===== src/rtl/spi_pm_pkg.sv =====
package spi_pm_pkg;
    typedef enum logic [1:0] {
        ST_IDLE = 2'd0,
        ST_HIGH = 2'd1,
        ST_LOW  = 2'd2
    } xfer_state_e;

    localparam logic [1:0] REG_DATA = 2'd0;
    localparam logic [1:0] REG_STAT = 2'd1;
    localparam logic [1:0] REG_DIV  = 2'd2;
    localparam logic [1:0] REG_CTRL = 2'd3;

    localparam int STAT_DONE = 0;
    localparam int STAT_COLL = 1;
    localparam int STAT_BUSY = 2;
endpackage


===== src/rtl/spi_div_guard.sv =====
module spi_div_guard #(
    parameter int DIV_W   = 8,
    parameter int MIN_DIV = 8
) (
    input  logic [DIV_W-1:0] raw_div,
    output logic [DIV_W-1:0] legal_div
);
    localparam logic [DIV_W-1:0] MIN_V = DIV_W'(MIN_DIV);

    logic [DIV_W-1:0] evened;

    always_comb begin
        evened    = {raw_div[DIV_W-1:1], 1'b0};
        legal_div = (evened < MIN_V) ? MIN_V : evened;
    end
endmodule


===== src/rtl/spi_half_timer.sv =====
module spi_half_timer #(
    parameter int DIV_W = 8
) (
    input  logic             clk,
    input  logic             rst_n,
    input  logic             run,
    input  logic [DIV_W-1:0] div,
    output logic             expire
);
    logic [DIV_W-1:0] cnt_q;
    logic [DIV_W-1:0] half;

    always_comb begin
        half   = {1'b0, div[DIV_W-1:1]};
        expire = run && (cnt_q == half - 1'b1);
    end

    always_ff @(posedge clk or negedge rst_n) begin
        if (!rst_n)
            cnt_q <= '0;
        else if (!run || expire)
            cnt_q <= '0;
        else
            cnt_q <= cnt_q + 1'b1;
    end
endmodule


===== src/rtl/spi_shift_unit.sv =====
module spi_shift_unit #(
    parameter int W = 8
) (
    input  logic         clk,
    input  logic         rst_n,
    input  logic         load,
    input  logic [W-1:0] load_val,
    input  logic         shift,
    input  logic         sin,
    output logic [W-1:0] sreg
);
    always_ff @(posedge clk or negedge rst_n) begin
        if (!rst_n)
            sreg <= '0;
        else if (load)
            sreg <= load_val;
        else if (shift)
            sreg <= {sreg[W-2:0], sin};
    end
endmodule


===== src/rtl/spi_prescaled_master.sv =====
module spi_prescaled_master #(
    parameter int DATA_W  = 8,
    parameter int DIV_W   = 8,
    parameter int MIN_DIV = 8
) (
    input  logic              clk,
    input  logic              rst_n,
    input  logic [1:0]        reg_addr,
    input  logic              reg_wr,
    input  logic              reg_rd,
    input  logic [DATA_W-1:0] reg_wdata,
    output logic [DATA_W-1:0] reg_rdata,
    output logic              sck,
    output logic              mosi,
    input  logic              miso,
    output logic              ss_n
);
    import spi_pm_pkg::*;

    localparam int CNT_W = $clog2(DATA_W);
    localparam logic [CNT_W-1:0] LAST_BIT = CNT_W'(DATA_W - 1);

    xfer_state_e state_q, state_d;

    logic [CNT_W-1:0]  bit_q;
    logic [DIV_W-1:0]  div_q, div_act_q, div_legal;
    logic [DATA_W-1:0] rx_q, sreg;
    logic              done_q, coll_q, arm_q;
    logic              busy_q;
    logic              expire;
    logic              data_wr, ctrl_wr, div_wr;
    logic              start, coll_evt, sample, launch, finish;
    logic              stat_rd, data_rd, other_acc, clear_seq;

    spi_div_guard #(.DIV_W(DIV_W), .MIN_DIV(MIN_DIV)) u_guard (
        .raw_div   (reg_wdata[DIV_W-1:0]),
        .legal_div (div_legal)
    );

    spi_half_timer #(.DIV_W(DIV_W)) u_timer (
        .clk    (clk),
        .rst_n  (rst_n),
        .run    (busy_q),
        .div    (div_act_q),
        .expire (expire)
    );

    spi_shift_unit #(.W(DATA_W)) u_shift (
        .clk      (clk),
        .rst_n    (rst_n),
        .load     (start),
        .load_val (reg_wdata),
        .shift    (sample),
        .sin      (miso),
        .sreg     (sreg)
    );

    always_comb begin
        busy_q    = (state_q != ST_IDLE);
        data_wr   = reg_wr && (reg_addr == REG_DATA);
        ctrl_wr   = reg_wr && (reg_addr == REG_CTRL);
        div_wr    = reg_wr && (reg_addr == REG_DIV);
        stat_rd   = reg_rd && (reg_addr == REG_STAT);
        data_rd   = reg_rd && (reg_addr == REG_DATA);
        other_acc = (reg_rd || reg_wr) && (reg_addr[1] == 1'b1);
        clear_seq = data_rd && arm_q;
        start     = data_wr && (state_q == ST_IDLE);
        coll_evt  = data_wr && (state_q != ST_IDLE);
        sample    = (state_q == ST_HIGH) && expire;
        launch    = (state_q == ST_LOW) && expire && (bit_q != LAST_BIT);
        finish    = (state_q == ST_LOW) && expire && (bit_q == LAST_BIT);
    end

    // next-state selection
    always_comb begin
        state_d = state_q;
        unique case (state_q)
            ST_IDLE: if (start)  state_d = ST_HIGH;
            ST_HIGH: if (sample) state_d = ST_LOW;
            ST_LOW: begin
                if (launch)      state_d = ST_HIGH;
                else if (finish) state_d = ST_IDLE;
            end
            default:             state_d = ST_IDLE;
        endcase
    end

    // state register
    always_ff @(posedge clk or negedge rst_n) begin
        if (!rst_n) state_q <= ST_IDLE;
        else        state_q <= state_d;
    end

    // outputs and data path registers
    always_ff @(posedge clk or negedge rst_n) begin
        if (!rst_n) begin
            sck       <= 1'b0;
            mosi      <= 1'b0;
            bit_q     <= '0;
            rx_q      <= '0;
            done_q    <= 1'b0;
            coll_q    <= 1'b0;
            arm_q     <= 1'b0;
            ss_n      <= 1'b1;
            div_q     <= DIV_W'(MIN_DIV);
            div_act_q <= DIV_W'(MIN_DIV);
        end else begin
            if (start) begin
                sck       <= 1'b1;
                mosi      <= reg_wdata[DATA_W-1];
                bit_q     <= '0;
                div_act_q <= div_q;
            end else if (sample) begin
                sck <= 1'b0;
            end else if (launch) begin
                sck   <= 1'b1;
                mosi  <= sreg[DATA_W-1];
                bit_q <= bit_q + 1'b1;
            end

            if (finish)
                rx_q <= sreg;

            if (finish)
                done_q <= 1'b1;
            else if (start || clear_seq)
                done_q <= 1'b0;

            if (coll_evt)
                coll_q <= 1'b1;
            else if (clear_seq)
                coll_q <= 1'b0;

            if (stat_rd && done_q)
                arm_q <= 1'b1;
            else if (data_rd || other_acc || start)
                arm_q <= 1'b0;

            if (ctrl_wr)
                ss_n <= reg_wdata[0];
            if (div_wr)
                div_q <= div_legal;
        end
    end

    always_comb begin
        reg_rdata = '0;
        unique case (reg_addr)
            REG_DATA: reg_rdata = rx_q;
            REG_STAT: begin
                reg_rdata[STAT_DONE] = done_q;
                reg_rdata[STAT_COLL] = coll_q;
                reg_rdata[STAT_BUSY] = busy_q;
            end
            REG_DIV:  reg_rdata = DATA_W'(div_q);
            REG_CTRL: reg_rdata[0] = ss_n;
            default:  reg_rdata = '0;
        endcase
    end
endmodule


===== config.mk =====
export PLATFORM = sky130hd
export DESIGN_NAME = spi_prescaled_master
export DESIGN_NICKNAME = d
export VERILOG_FILES = /design/src/rtl/spi_pm_pkg.sv /design/src/rtl/spi_div_guard.sv /design/src/rtl/spi_half_timer.sv /design/src/rtl/spi_shift_unit.sv /design/src/rtl/spi_prescaled_master.sv
export SDC_FILE = /design/constraint.sdc
export NUM_CORES = 1
export LEC_CHECK = 0
export ABC_AREA = 1
export BUFFER_PORTS_ARGS = -buffer_cell sky130_fd_sc_hd__buf_2
export CORE_ASPECT_RATIO = 0.8
export CORE_MARGIN = 4
export CORE_UTILIZATION = 59
export DETAILED_ROUTE_END_ITERATION = 10
export GPL_ROUTABILITY_DRIVEN = 1
export PLACE_DENSITY_LB_ADDON = 0.25
export SLEW_MARGIN = 20
export SYNTH_ARGS = -nofsm -noshare
export SYNTH_HDL_FRONTEND = slang
export SYNTH_SLANG_ARGS = --single-unit

===== constraint.sdc =====
create_clock -name clk -period 2.4 [get_ports clk]
set_input_delay 0.12 -clock clk [delete_from_list [all_inputs] [get_ports clk]]
set_output_delay 0.12 -clock clk [all_outputs]
set_load 0.005 [all_outputs]

# Word-level counts from Yosys, hierarchy flattened

Index checks and enable logic that the tools add are counted.

Register bits: 51
Memory bits (read-only): 0
Bits in latches: 0
Word-level logic and storage cells: 88
Bits in writable memories: 0
Memories kept: 0
Output and inout bits: 11
Bits of input ports: 15

Divide/modulo/power cells: 0
Equality and inequality tests: 12
$mul: 0
Shift operators: 0
Magnitude comparators: 1
Bitwise operators: 0
Add/sub/neg operators: 3
Reduce and logical (&&, ||, !) cells: 32
Muxes and demuxes: 27

Operator list:

| operator            | count |
|---|---|
| $mux 8              | 4 |
| $logic_and 1x1->1   | 15 |
| $mux 1              | 12 |
| $pmux 2 s3          | 2 |
| $reduce_bool 2->1   | 6 |
| $pmux 5 s2          | 1 |
| $mux 3              | 3 |
| $add 8x1->8 const B | 1 |
| $eq 8x8->1          | 1 |
| $lt 8x4->1 const B  | 1 |
| $mux 2              | 4 |
| $sub 7x1->8 const B | 1 |
| $eq 2x2->1 const B  | 3 |
| $ne 2x2->1 const B  | 3 |
| $ne 3x3->1 const B  | 2 |
| $logic_or 1x1->1    | 5 |
| $eq 2x1->1 const B  | 2 |
| $logic_not 2->1     | 2 |
| $pmux 1 s4          | 1 |
| $add 3x1->3 const B | 1 |
| $eq 3x3->1 const B  | 1 |
| $reduce_and 3->1    | 1 |
| $reduce_bool 3->1   | 1 |
| $reduce_and 2->1    | 1 |
| $logic_not 1->1     | 1 |

# Logic depth before layout (Yosys ltp)

Word-level depth: 8
Gate-level depth with buffers: 15
Mapped depth without buffers: 14

# Modules after synthesis

Synthesis repeated with hierarchy kept, for this count alone.

Cell total of the unflattened synthesis: 362
Area total of the unflattened synthesis: 2859.0 um^2

Modules (own cells, without submodules):

| module               | times used | area each (um^2) | cells each | sequential area each (um^2) |
|---|---|---|---|---|
| spi_prescaled_master | 1          | 1635.3           | 181        | 879.6 |
| spi_half_timer       | 1          | 788.3            | 122        | 200.2 |
| spi_shift_unit       | 1          | 374.1            | 44         | 200.2 |
| spi_div_guard        | 1          | 61.3             | 15         | 0.0 |

# Worst setup path after synthesis

OpenSTA, ideal clock, no wires.

Path type: register to register
Start: reg div_act_q[1]
End: reg rx_q[5]
Cell stages (with the launch flop): 15
Setup time: 0.118 ns
Slack: 0.581 ns
Path buffers: 1
Clock period less this slack: 1.819 ns
Data required time: 2.282 ns
Arrival: 1.701 ns
Path through: dfrtp_1 inv_2 ha_1 inv_2 nand2_1 nand2_1 nand2_1 nand2_1 nor2_2 nand2_2 nor2_4 nand3_4 buf_6 nand2_2 o21ai_2

Cells in the longest elaborated chain, start to end: 5

RTL lines:

| what                           | RTL line                    | text |
|---|---|---|
| start: declaration             | spi_prescaled_master.sv:26  | `logic [DIV_W-1:0] div_q, div_act_q, div_legal;` |
| start signal: assignment       | spi_prescaled_master.sv:106 | `div_act_q <= DIV_W'(MIN_DIV);` |
| start signal: assignment       | spi_prescaled_master.sv:112 | `div_act_q <= div_q;` |
| $sub 7x1->8                    | spi_half_timer.sv:15        | `expire = run && (cnt_q == half - 1'b1);` |
| $eq 8x8->1                     | spi_half_timer.sv:15        |  |
| $logic_and 1x1->1              | spi_half_timer.sv:15        |  |
| $logic_and 1x1->1 (2 in a row) | spi_prescaled_master.sv:71  | `finish = (state_q == ST_LOW) && expire && (bit_q == LAST_BIT);` |
| end signal: assignment         | spi_prescaled_master.sv:122 | `rx_q <= sreg;` |
| end: declaration               | spi_prescaled_master.sv:27  | `logic [DATA_W-1:0] rx_q, sreg;` |

No other way between the ends.
A chain may end at the register's enable or synchronous reset.

# Final worst setup path

Start: reg div_act_q[1]
End: reg rx_q[2]

Same word-level chain as after synthesis.

==> run summary <==
Cell Pwr Density: 1020 nW/um^2
Crit-path max FO: 17
Mapped Area: 2730 sq um
Relative slew slack: 51.7%
Worst r2r dst: rx_q[2]$_DFFE_PN0P_
CTS max path bufs: 2
FP Rows: 21
Clock Power Share: 19.1%
Post-CTS Resized: 0
Starting Density: 63.0%
CP top delay family: simple AND/OR/NAND/NOR gates
I/O Buffers: 25
Post-synth EDFFs: 0
Crit path depth: 13
Layout cells sized above 1: 18.8%
First-pass GRT wire length: 9590 microns
CP most frequent cell: nand2_1
Worst path cell trace: inv_2 -> ha_1 -> inv_2 -> nand2_1 -> nand2_1 -> nand2_1 -> nand2_1 -> nor2_2 -> nand2_2 -> nor2_4 -> nand3_4 -> nand2_1 -> o21ai_2
Reg2reg start: div_act_q[1]$_DFFE_PN0P_
Overflow after GRT: 0
Hold Startpoint: reg_wdata[5]
Worst Hold Class: in2reg
CTS tree: built
DRT antenna net count: 0
Fin nets: 407
Worst-Margin Slew: 723 ps
WHS Endpoint: div_q[5]$_DFFE_PN0P_
Initial antenna violation count: 0
Most frequent cell after synthesis: nand2_1
Setup TNS Final: 0 ps
Slack of the worst reg-to-reg path: 400 ps
N_diodes: 0
Detailed Routing Iterations Pass 1: 4
Via density: 5.16
Max Cap Viol: 0
Post-CTS Setup Inserts: 0
CP Data Required Time: 2590 ps
Register area share after synthesis: 45.0%
Slowest cell on crit path: dfrtp_1
Fillers: 374
Total power: 0.00307 W
CTS clk-pin slew, worst paths: 90 ps
H-tree level count: 2
Ys async rst share: 100%
Die Width: 84.1 microns
CTS Sinks: 49
Status: complete, no violations
DRC errors left: 0
RSZ-0062 raised after global routing: false
Synth area leader: dfrtp_1
Post-route minimum period: 2000 ps
Synthesized instance count: 359
Top cells by area, synth: dfrtp_1 (42%), nand2_1 (16%), inv_1 (6.6%), o21ai_0 (5.9%), nand3_1 (3.5%)
Final setup vio count: 0
Avg Inst Size Synth: 7.61 sq um
Num CTS Buffers: 5
Switching Share: 40.5%
YS warnings: 0
Synth Net Count: 378
Vias after detailed routing: 2300
Vias in the first global route: 2052
Most common flop cell mapped by yosys: dfrtp_1
Static leakage: 1.53 nW
Sequential cell fraction of total power: 42.1%
Crit path DAT: 2190 ps
Cell-internal power: 0.00183 W
Total I/O pin count: 26
Routed WL per cell: 12.8 microns
#FFs+latches synth: 49
Final period utilization: 83.3%
Crit end category: flop
Critical Path Start Type: flop
Clock root buffer: clkbuf_8
Final wirelength: 5720 microns
All-Layer GR Usage: 21.2%
Worst skew pair latency: 300 ps
Hold path depth: 3
Worst Skew: 8.91 ps
CTS Hold Bufs: 1
Crit Path Category: reg2reg
List of most frequent post-synthesis cells: nand2_1 (114), inv_1 (48), dfrtp_1 (46)
Die area: 5790 sq um
Cell variety after synth: 34
Net switching power: 0.00125 W
Worst reg-to-reg path cell count: 13
Final hold vios: 0
Power share of the combinational group: 38.8%
Post-DP HPWL: 4430 microns
Gpl congestion: 0.865
Max incr delay on CP: 390 ps
Max Freq: 500 MHz
VDD IR-drop max: 0.622 mV
P&R area growth vs syn: 10.6%
Max Slew Vio Count: 0
Yosys top cell area share: 42.1%
Buf+Inv Stages, Crit Path: 2
Initial DRC count: 206
Core region area: 4340 sq um
Die Ht: 68.9 microns
Largest net degree at the start of global routing: 29
## kinds of logic (layout without fill, tap and decap cells)
kind of cell	count (synthesis)	after routing	share of synthesized area, %
and+or+nand+nor	180	180	29.5
buffers and inverters	64	94	9.80
AOI/OAI and AO/OA	57	57	12.2
DFF	49	49	45.0
xor gates and xnor gates	5	5	1.60
adders and majority gates	4	4	1.83
## how the worst max path moves through the flow
stage                                     end                startpoint  slack, ps
after floorplan           rx_q[5]$_DFFE_PN0P_  div_act_q[1]$_DFFE_PN0P_        580
after global placement    rx_q[3]$_DFFE_PN0P_  div_act_q[1]$_DFFE_PN0P_        490
after detailed placement  rx_q[3]$_DFFE_PN0P_  div_act_q[1]$_DFFE_PN0P_        420
after CTS                 rx_q[2]$_DFFE_PN0P_  div_act_q[1]$_DFFE_PN0P_        380
after global routing      rx_q[6]$_DFFE_PN0P_  div_act_q[1]$_DFFE_PN0P_        160
final                     rx_q[2]$_DFFE_PN0P_  div_act_q[1]$_DFFE_PN0P_        400
## power groups by stage
stage | Clock [W] | Sequential (W) | Combinational (W)
floorplan | 0 | 0.00124 | 0.000936
global placement | 0 | 0.00130 | 0.00114
detailed placement | 0 | 0.00131 | 0.00118
CTS | 0.000598 | 0.00129 | 0.00119
global route | 0.000637 | 0.00133 | 0.00136
finish | 0.000588 | 0.00129 | 0.00119
## per-layer routing
| layer | global-route usage [%] | vias up | part of all wire [%] |
|---|---|---|---|
| met5 | 0 | - | 0 |
| met4 | 5.42 | 0 | 1.0 |
| met3 | 3.80 | 8 | 4.7 |
| met2 | 32.2 | 56 | 42 |
| met1 | 31.5 | 1047 | 53 |
| li1 | - | 1189 | - |
## area by class of cell
| cell class | count | area, sq um | share of cell area [%] |
|---|---|---|---|
| inverters | 56 | 210 | 6.95 |
| repair buffers | 30 | 165 | 5.46 |
| multi-input cells | 246 | 1230 | 40.9 |
| flip-flops and latches | 49 | 1230 | 40.7 |
| well taps | 57 | 71.3 | 2.36 |
| clock inverters | 2 | 38.8 | 1.28 |
| clock buffers | 6 | 72.6 | 2.40 |
## per-stage QoR
stage               hold slack (ps)  worst slack, ps  cell area [sq um]  cells  utilization, %
CTS                            44.1              380               3020    446            69.7
global placement                118              489               2900    437            66.9
finish                         50.4              400               3020    446            69.7
global route                   52.3              160               3020    446            69.7
detailed placement              123              424               2900    437            66.9
floorplan                      -176              581               2730    359               -
## registers in the layout, indices dropped and copies added (netlist names)
| name | count |
|---|---|
| arm_q | 1 |
| bit_q | 3 |
| coll_q | 1 |
| div_act_q | 7 |
| div_q | 7 |
| done_q | 1 |
| mosi | 1 |
| rx_q | 8 |
| sck | 1 |
| ss_n | 1 |
| state_q | 2 |
| u_shift.sreg | 8 |
| u_timer.cnt_q | 8 |
## worst reg2reg max path, stage by stage, from the launching register on
cell and delay, ps:
dfrtp_1 390, inv_2 90, ha_1 250, inv_2 40
nand2_1 70, nand2_1 60, nand2_1 50, nand2_1 70
nor2_2 110, nand2_2 80, nor2_4 190, nand3_4 240
nand2_1 160, o21ai_2 70
## placed cells by master, fill, tap and decap left out, drive strengths merged
cell type	synthesis	routed
nor3	6	6
dfstp	3	3
dlygate4sd3	0	1
o32ai	1	1
o211ai	2	2
buf	5	29
a21oi	1	1
nand4	2	2
o221ai	1	1
clkbuf	3	6
ha	4	4
nand3	22	22
nand2	122	122
xor2	4	4
nor3b	1	1
clkinv	0	1
or4	1	1
a31oi	1	1
nor2	26	26
o21ai	50	50
dfrtp	46	46
a32o	1	1
bufinv	0	1
xnor2	1	1
inv	56	56
Note: power is estimated with default switching activity, not from simulation.
